### src/rtl/mdio_pkg.sv
package mdio_pkg;
   // Configuration held between commands
   typedef struct packed {
      logic c45;   // 1: extended framing
      logic pre;   // preamble enable
   } mdio_cfg_t;

   localparam logic [1:0] START_C22 = 2'b01;
   localparam logic [1:0] START_C45 = 2'b00;
   localparam logic [1:0] TA_MASTER = 2'b10;

   // Wire op code sent after the start bits
   function automatic logic [1:0] wire_op(input logic c45, input logic [1:0] op);
      logic [1:0] w;
      if (c45) w = op;
      else     w = op[0] ? 2'b10 : 2'b01;
      return w;
   endfunction

   // Whether the command op is a read in the given mode
   function automatic logic op_reads(input logic c45, input logic [1:0] op);
      return c45 ? op[1] : op[0];
   endfunction
endpackage

### src/rtl/mdio_mdc_gen.sv
module mdio_mdc_gen #(
   parameter int DIV_W = 8
) (
   input  logic             clk,
   input  logic             rst_n,
   input  logic             run,
   input  logic [DIV_W-1:0] half,
   output logic             mdc,
   output logic             rise,
   output logic             fall
);
   timeunit 1ns; timeprecision 100ps;

   localparam logic [DIV_W-1:0] ONE = {{(DIV_W-1){1'b0}}, 1'b1};

   logic [DIV_W-1:0] cnt;
   logic [DIV_W-1:0] lim;
   logic             term;

   assign lim  = (half == '0) ? '0 : half - ONE;
   assign term = (cnt >= lim);
   assign rise = run & term & ~mdc;
   assign fall = run & term & mdc;

   // the divider only runs while a frame is active
   always_ff @(posedge clk or negedge rst_n) begin
      if (!rst_n) begin
         cnt <= '0;
         mdc <= 1'b0;
      end else if (!run) begin
         cnt <= '0;
         mdc <= 1'b0;
      end else if (term) begin
         cnt <= '0;
         mdc <= ~mdc;
      end else begin
         cnt <= cnt + ONE;
      end
   end
endmodule

### src/rtl/mdio_frame_fmt.sv
module mdio_frame_fmt
   import mdio_pkg::*;
#(
   parameter int PRE_LEN = 32,
   parameter int PHY_W   = 5,
   parameter int REG_W   = 5,
   parameter int DATA_W  = 16,
   localparam int HDR_W   = 4 + PHY_W + REG_W,
   localparam int CORE_W  = HDR_W + 2 + DATA_W,
   localparam int FRAME_W = PRE_LEN + CORE_W,
   localparam int IDX_W   = $clog2(FRAME_W + 1)
) (
   input  logic               c45,
   input  logic               pre,
   input  logic [1:0]         op,
   input  logic [PHY_W-1:0]   phy,
   input  logic [REG_W-1:0]   regad,
   input  logic [DATA_W-1:0]  wdat,
   output logic [FRAME_W-1:0] frame,
   output logic               is_rd,
   output logic [IDX_W-1:0]   first
);
   timeunit 1ns; timeprecision 100ps;

   logic [CORE_W-1:0] core;

   // start, op, addresses, turnaround, data, MSB first
   assign core  = {(c45 ? START_C45 : START_C22), wire_op(c45, op),
                   phy, regad, TA_MASTER, wdat};
   assign is_rd = op_reads(c45, op);

   // Frame is left-aligned so the shifter always sends from the top bit
   generate
      if (PRE_LEN == 0) begin : g_nopre
         assign frame = core;
         assign first = '0;
      end else begin : g_pre
         localparam logic [IDX_W-1:0] PRE_IDX = IDX_W'(PRE_LEN);
         assign frame = pre ? {{PRE_LEN{1'b1}}, core} : {core, {PRE_LEN{1'b0}}};
         assign first = pre ? '0 : PRE_IDX;
      end
   endgenerate
endmodule

### src/rtl/mdio_engine.sv
module mdio_engine #(
   parameter int PRE_LEN = 32,
   parameter int PHY_W   = 5,
   parameter int REG_W   = 5,
   parameter int DATA_W  = 16,
   localparam int HDR_W   = 4 + PHY_W + REG_W,
   localparam int FRAME_W = PRE_LEN + HDR_W + 2 + DATA_W,
   localparam int IDX_W   = $clog2(FRAME_W + 1)
) (
   input  logic               clk,
   input  logic               rst_n,
   input  logic               start,
   input  logic [FRAME_W-1:0] frame_in,
   input  logic               rd_in,
   input  logic [IDX_W-1:0]   first_in,
   input  logic               rise,
   input  logic               fall,
   input  logic               mdio_i,
   output logic               mdio_o,
   output logic               mdio_oe,
   output logic               wr_pend,
   output logic               rd_pend,
   output logic               rd_valid,
   output logic [DATA_W-1:0]  rd_data
);
   timeunit 1ns; timeprecision 100ps;

   localparam logic [IDX_W-1:0] REL_IDX = IDX_W'(PRE_LEN + HDR_W);
   localparam logic [IDX_W-1:0] ACK_IDX = IDX_W'(PRE_LEN + HDR_W + 1);
   localparam logic [IDX_W-1:0] DAT_IDX = IDX_W'(PRE_LEN + HDR_W + 2);
   localparam logic [IDX_W-1:0] END_IDX = IDX_W'(FRAME_W);
   localparam logic [IDX_W-1:0] ONE     = {{(IDX_W-1){1'b0}}, 1'b1};

   logic [FRAME_W-1:0] frame_q;
   logic [IDX_W-1:0]   idx;
   logic               ack;
   logic [DATA_W-1:0]  rd_sh;

   always_ff @(posedge clk or negedge rst_n) begin
      if (!rst_n) begin
         frame_q  <= '0;
         idx      <= '0;
         ack      <= 1'b0;
         rd_sh    <= '0;
         wr_pend  <= 1'b0;
         rd_pend  <= 1'b0;
         rd_valid <= 1'b0;
         rd_data  <= '0;
      end else if (start) begin
         frame_q  <= frame_in;
         idx      <= first_in;
         wr_pend  <= ~rd_in;
         rd_pend  <= rd_in;
         rd_valid <= 1'b0;
         ack      <= 1'b0;
      end else begin
         if (rise && idx != END_IDX) begin
            frame_q <= {frame_q[FRAME_W-2:0], 1'b0};
            idx     <= idx + ONE;
            if (rd_pend && idx == ACK_IDX) ack <= ~mdio_i;
            if (rd_pend && idx >= DAT_IDX) rd_sh <= {rd_sh[DATA_W-2:0], mdio_i};
         end
         if (fall && idx == END_IDX) begin
            wr_pend <= 1'b0;
            rd_pend <= 1'b0;
            if (rd_pend) begin
               rd_valid <= ack;
               rd_data  <= rd_sh;
            end
         end
      end
   end

   // release MDIO from the turnaround on for reads
   assign mdio_oe = wr_pend | (rd_pend & (idx < REL_IDX));
   assign mdio_o  = frame_q[FRAME_W-1];
endmodule

### src/rtl/mdio_master.sv
module mdio_master
   import mdio_pkg::*;
#(
   parameter int DIV_W    = 8,
   parameter int RST_HALF = 4,
   parameter int PRE_LEN  = 32,
   parameter int PHY_W    = 5,
   parameter int REG_W    = 5,
   parameter int DATA_W   = 16
) (
   input  logic              clk,
   input  logic              rst_n,
   input  logic              cfg_we,
   input  logic              cfg_c45,
   input  logic              cfg_pre,
   input  logic [DIV_W-1:0]  cfg_half,
   input  logic              wdat_we,
   input  logic [DATA_W-1:0] wdat,
   input  logic              cmd_we,
   input  logic [1:0]        cmd_op,
   input  logic [PHY_W-1:0]  cmd_phy,
   input  logic [REG_W-1:0]  cmd_reg,
   output logic              wr_pending,
   output logic              rd_pending,
   output logic              rd_valid,
   output logic [DATA_W-1:0] rd_data,
   output logic              mdc,
   output logic              mdio_o,
   output logic              mdio_oe,
   input  logic              mdio_i
);
   timeunit 1ns; timeprecision 100ps;

   localparam int HDR_W   = 4 + PHY_W + REG_W;
   localparam int FRAME_W = PRE_LEN + HDR_W + 2 + DATA_W;
   localparam int IDX_W   = $clog2(FRAME_W + 1);

   generate
      if (DIV_W < 2)    begin : g_bad_div  $error("DIV_W must be at least 2");   end
      if (DATA_W < 2)   begin : g_bad_data $error("DATA_W must be at least 2");  end
      if (PHY_W < 1 || REG_W < 1) begin : g_bad_adr $error("address widths must be positive"); end
      if (PRE_LEN < 0)  begin : g_bad_pre  $error("PRE_LEN must not be negative"); end
      if (RST_HALF < 1 || RST_HALF >= (1 << DIV_W)) begin : g_bad_half
         $error("RST_HALF must fit DIV_W and be non-zero");
      end
   endgenerate

   mdio_cfg_t          cfg_q;
   logic [DIV_W-1:0]   half_q;
   logic [DATA_W-1:0]  wdat_q;
   logic               busy, start, rise, fall, is_rd;
   logic [FRAME_W-1:0] frame;
   logic [IDX_W-1:0]   first;

   // entering extended mode forces the preamble on
   always_ff @(posedge clk or negedge rst_n) begin
      if (!rst_n) begin
         cfg_q  <= '{c45: 1'b0, pre: 1'b1};
         half_q <= DIV_W'(RST_HALF);
         wdat_q <= '0;
      end else begin
         if (cfg_we) begin
            cfg_q.c45 <= cfg_c45;
            cfg_q.pre <= cfg_pre | cfg_c45;
            half_q    <= cfg_half;
         end
         if (wdat_we) wdat_q <= wdat;
      end
   end

   assign busy  = wr_pending | rd_pending;
   assign start = cmd_we & ~busy;   // commands while busy are dropped

   mdio_mdc_gen #(.DIV_W(DIV_W)) u_mdc (
      .clk(clk), .rst_n(rst_n), .run(busy), .half(half_q),
      .mdc(mdc), .rise(rise), .fall(fall)
   );

   mdio_frame_fmt #(.PRE_LEN(PRE_LEN), .PHY_W(PHY_W), .REG_W(REG_W), .DATA_W(DATA_W)) u_fmt (
      .c45(cfg_q.c45), .pre(cfg_q.pre), .op(cmd_op), .phy(cmd_phy), .regad(cmd_reg),
      .wdat(wdat_q), .frame(frame), .is_rd(is_rd), .first(first)
   );

   mdio_engine #(.PRE_LEN(PRE_LEN), .PHY_W(PHY_W), .REG_W(REG_W), .DATA_W(DATA_W)) u_eng (
      .clk(clk), .rst_n(rst_n), .start(start), .frame_in(frame), .rd_in(is_rd),
      .first_in(first), .rise(rise), .fall(fall), .mdio_i(mdio_i),
      .mdio_o(mdio_o), .mdio_oe(mdio_oe), .wr_pend(wr_pending), .rd_pend(rd_pending),
      .rd_valid(rd_valid), .rd_data(rd_data)
   );
endmodule

### config.mk
export PLATFORM = sky130hd
export DESIGN_NAME = mdio_master
export DESIGN_NICKNAME = d
export VERILOG_FILES = /design/src/rtl/mdio_pkg.sv /design/src/rtl/mdio_mdc_gen.sv /design/src/rtl/mdio_frame_fmt.sv /design/src/rtl/mdio_engine.sv /design/src/rtl/mdio_master.sv
export SDC_FILE = /design/constraint.sdc
export NUM_CORES = 1
export LEC_CHECK = 0
export ABC_AREA = 1
export BUFFER_PORTS_ARGS = -buffer_cell sky130_fd_sc_hd__buf_4
export CORE_MARGIN = 1.5
export CORE_UTILIZATION = 55
export CTS_CLUSTER_DIAMETER = 80
export DETAILED_ROUTE_END_ITERATION = 7
export PLACE_DENSITY = 0.82
export SETUP_SLACK_MARGIN = 0.05
export SLEW_MARGIN = 10
export SYNTH_ARGS = -nofsm -noshare
export SYNTH_HDL_FRONTEND = slang
export SYNTH_SLANG_ARGS = --single-unit
### constraint.sdc
create_clock -name clk -period 3.69 [get_ports clk]
set_clock_uncertainty 0.1 [all_clocks]
set_input_delay 0.1845 -clock clk [delete_from_list [all_inputs] [get_ports clk]]
set_output_delay 0.1845 -clock clk [all_outputs]
set_load 0.005 [all_outputs]
==> summary.txt <==
STA
  – Total Neg Setup Slack: 0 ns
  – Fin crit share: between 80% and 90%
  – Clock period minus final worst setup slack: 3.19 ns
  – Worst-Margin Slew: about 0.93 ns
  – Fmax achieved: 314 MHz
  – Rel. slew slack: 38.3%
  – RSZ-0062 raised after global routing: false
  – Final setup vio count: 0
  – Slew Viols, Final: 0
  – Final Hold Fails: 0

Floorplanning
  – Full die area: 0.0127 mm^2
  – Starting density of the core: a little under three fifths
  – Core box area: 0.0116 mm^2
  – Die H: between 100 and 150 um
  – Ports: between 60 and 70
  – Row count: 39
  – Die Width: ~110 um

Detailed routing
  – DRC: 0
  – DR WL/cell: about 13 um
  – Vias per std cell: 5.11
  – Routed WL: between 10,000 and 15,000 um
  – Post-route ant nets: 0
  – Iteration-0 DRC Markers: between 400 and 500
  – Via count: 5,398
  – Drt pass-1 iters: 7

Synthesis
  – Share of the synthesized area in the top cell type: a little over half
  – Synth warnings: 0
  – Cells after Synth: ~800
  – Ys async rst share: 100%
  – Synth Net Count: ~860
  – Post-Syn Area per Cell: around 8.3 um^2
  – Post-synthesis sequential area ratio: ~54%
  – Most used DFF post-synth: dfrtp_1
  – Synth area leader: dfrtp_1
  – Synth top area cells: dfrtp_1 (53%), o21ai_0 (12%), nand2_1 (11%)
  – Post-synth EDFFs: 0
  – Count of state elements after synthesis: around 140
  – Synth cell types: 32
  – Mapped Area: between 0.006 and 0.007 mm^2

Clock tree
  – Worst-Skew Late Latency: between 0.4 and 0.5 ns
  – CTS tree: done
  – Cts repair resizes: 0
  – Clk sinks: between 100 and 150
  – Clock-pin transition on the worst setup and hold timing paths: approximately 0.060 ns
  – H-tree level count: 4
  – Bufs on Longest Clock Path: 2
  – Post-CTS setup buffers: 0
  – Inserted Clock Buffers: 17
  – Clk Tree Root Cell: clkbuf_16

Worst setup path
  – Slowest CP cell: nand2_4
  – Crit end category: flip-flop
  – Crit path max-delay family: simple AND/OR/NAND/NOR gates
  – Startpoint types: flip-flop
  – Setup CP Type: flip-flop to flip-flop
  – CP arrival: 3.42 ns
  – Critical path fanouts, max: 46
  – Crit-path cells: inv_1 > ha_1 > nand2_1 > nor2_1 > nand3_1 > inv_1 > or2_2 > ha_1 > nand2_1 > nor2_1 > nor2_1 > nand2_1 > nand2_1 > nand3_1 > nand3_2 > nand2_4 > buf_4 > nand2_1 > o21ai_0
  – Worst path most repeated cell: nand2_1
  – Reg2Reg Setup Slack: about 0.50 ns
  – Worst path max stage delay: about 0.4 ns
  – Worst reg2reg startpoint: half_q[0]$_DFFE_PN0P_
  – R2R depth: 19
  – Worst path required time: roughly 3.9 ns
  – CP bufs+invs: 3
  – R2R Path End: u_eng.frame_q[61]$_DFFE_PN0P_

Placed design
  – PortBufs: 65
  – Final RePlAce weighted congestion: 0.780
  – Inst Count DP: 981
  – DP HPWL: just over 8000 um

Power
  – Max rail drop VDD: 0.369 mV
  – Pleak: 3.95 nW
  – PD cells: 652 mW/mm^2

GRT
  – First-pass GRT wire length: 23,700 um
  – Initial antenna violation count: 0
  – Largest net degree at the start of global routing: 102
  – Global-route usage over all layers: 23.3%
  – Vias in the first global route: ~5,200
  – Grt ovf: 0

Final layout
  – Area Growth Syn to Fin: 23.4%
  – Diodes inserted: 0
  – Leading cell type in the layout, fill and taps excluded: nand2_1
  – Final nets: ~960
  – Commonest cells after routing, fill and taps aside: nand2_1 (187), o21ai_0 (158), dfrtp_1 (140)
  – Layout cells sized above 1: around an eighth
  – Fin cells: between 1,000 and 1,500

Worst hold path
  – Endpoint of the worst hold path: u_eng.frame_q[19]$_DFFE_PN0P_
  – Min-Delay Startpoint: cmd_reg[1]
  – Worst hold path class: input port to flip-flop
  – Hold Path Stages: 5

Job
  – Maxcap violations: 0

Outcome
  – Status: complete, no violations
## power by group
group / internal, W / total [W] / switching [W]
Sequential: 0.00203 / 0.00227 / 0.000247
Combinational: 0.000604 / 0.00145 / 0.000842
Clock: 0.00101 / 0.00161 / 0.000605
## cells by family (layout without fill, tap and decap cells)
kind of cell	count (synthesis)	count (layout)	synth area share (%)
compound gates	224	224	17.5
xor+xnor	7	7	0.925
fa+ha+maj	12	12	2.26
buf+inv	169	279	10.3
flops	142	142	53.6
mux	1	1	0.170
simple gates	248	248	15.2
## how the worst max path moves through the flow
| stage | slack (ns) | cells after the start | startpoint | endpoint |
|---|---|---|---|---|
| finish | 0.50 | 19 | half_q[0]$_DFFE_PN0P_ | u_eng.frame_q[61]$_DFFE_PN0P_ |
| detailed placement | 0.52 | 18 | half_q[0]$_DFFE_PN0P_ | u_eng.frame_q[20]$_DFFE_PN0P_ |
| floorplan | 1.00 | 21 | half_q[0]$_DFFE_PN0P_ | u_eng.ack$_DFFE_PN0P_ |
| global placement | 0.60 | 18 | half_q[0]$_DFFE_PN0P_ | u_eng.frame_q[20]$_DFFE_PN0P_ |
| CTS | 0.51 | 19 | half_q[0]$_DFFE_PN0P_ | u_eng.frame_q[37]$_DFFE_PN0P_ |
| global route | 0.10 | 19 | half_q[0]$_DFFE_PN0P_ | u_eng.frame_q[52]$_DFFE_PN0P_ |
## flip-flops by register name (all words and copies together) (netlist names)
| signal | cells |
|---|---|
| wdat_q | 16 |
| u_eng.ack | 1 |
| u_eng.rd_data | 16 |
| u_mdc.mdc | 1 |
| u_eng.rd_pend | 1 |
| u_mdc.cnt | 8 |
| u_eng.rd_valid | 1 |
| half_q | 8 |
| u_eng.wr_pend | 1 |
| u_eng.rd_sh | 16 |
| u_eng.frame_q | 64 |
| u_eng.idx | 7 |
| cfg_q | 2 |
## stage by stage
| step | setup slack, ns | hold slack [ns] | instance area (um^2) | total power (W) | utilization, % |
|---|---|---|---|---|---|
| 6_report | 0.501 | 0.0174 | 8180 | 0.00533 | 70.8 |
| 5_1_grt | 0.103 | 0.0461 | 8180 | 0.00573 | 70.8 |
| 4_1_cts | 0.513 | 0.00531 | 8180 | 0.00537 | 70.8 |
| 3_5_place_dp | 0.520 | 0.256 | 7200 | 0.00368 | 62.2 |
| 3_3_place_gp | 0.603 | 0.250 | 7200 | 0.00361 | 62.2 |
| 2_1_floorplan | 1.00 | -0.211 | 6630 | 0.00331 | - |
## final cells by class
type | count | area (um^2)
multi-input cells | 492 | 2400
clock inverters | 7 | 90.1
well taps | 143 | 179
flip-flops and latches | 142 | 3560
clock buffers | 25 | 465
fillers | 852 | 3380
repair buffers | 119 | 1020
inverters | 128 | 480
## routing by layer
metal / wire length (um) / track usage, % / vias to the layer above
li1: - / - / 2765
met1: 6130 / 30.9 / 2505
met2: 6590 / 37.9 / 114
met3: 520 / 5.68 / 14
met4: 144 / 7.51 / 0
met5: 0 / 0 / -
## synth_stat cells (3+ instances only)
cell,count
nand2_1,187
o21ai_0,158
dfrtp_1,140
inv_1,124
o21ai_1,31
nor2_1,24
o22ai_1,23
clkbuf_1,20
nand3_1,18
buf_2,13
ha_1,12
a21oi_1,7
buf_4,7
nor3_1,6
xor2_1,6
inv_2,4
nor3b_1,3
## worst register-to-register path, cell delays in order (launching register included)
cell and delay, ns:
dfrtp_1 0.34, inv_1 0.08, ha_1 0.22, nand2_1 0.10, nor2_1 0.07, nand3_1 0.14, inv_1 0.07, or2_2 0.27
ha_1 0.29, nand2_1 0.05, nor2_1 0.08, nor2_1 0.05, nand2_1 0.05, nand2_1 0.06, nand3_1 0.10, nand3_2 0.18
nand2_4 0.40, buf_4 0.31, nand2_1 0.08, o21ai_0 0.08
## timing repair
item,CTS,global route
endpoints found under the hold margin,132,0
setup endpoints to repair,0,0
hold buffers,43,0
Note: power is estimated with default switching activity, not from simulation.
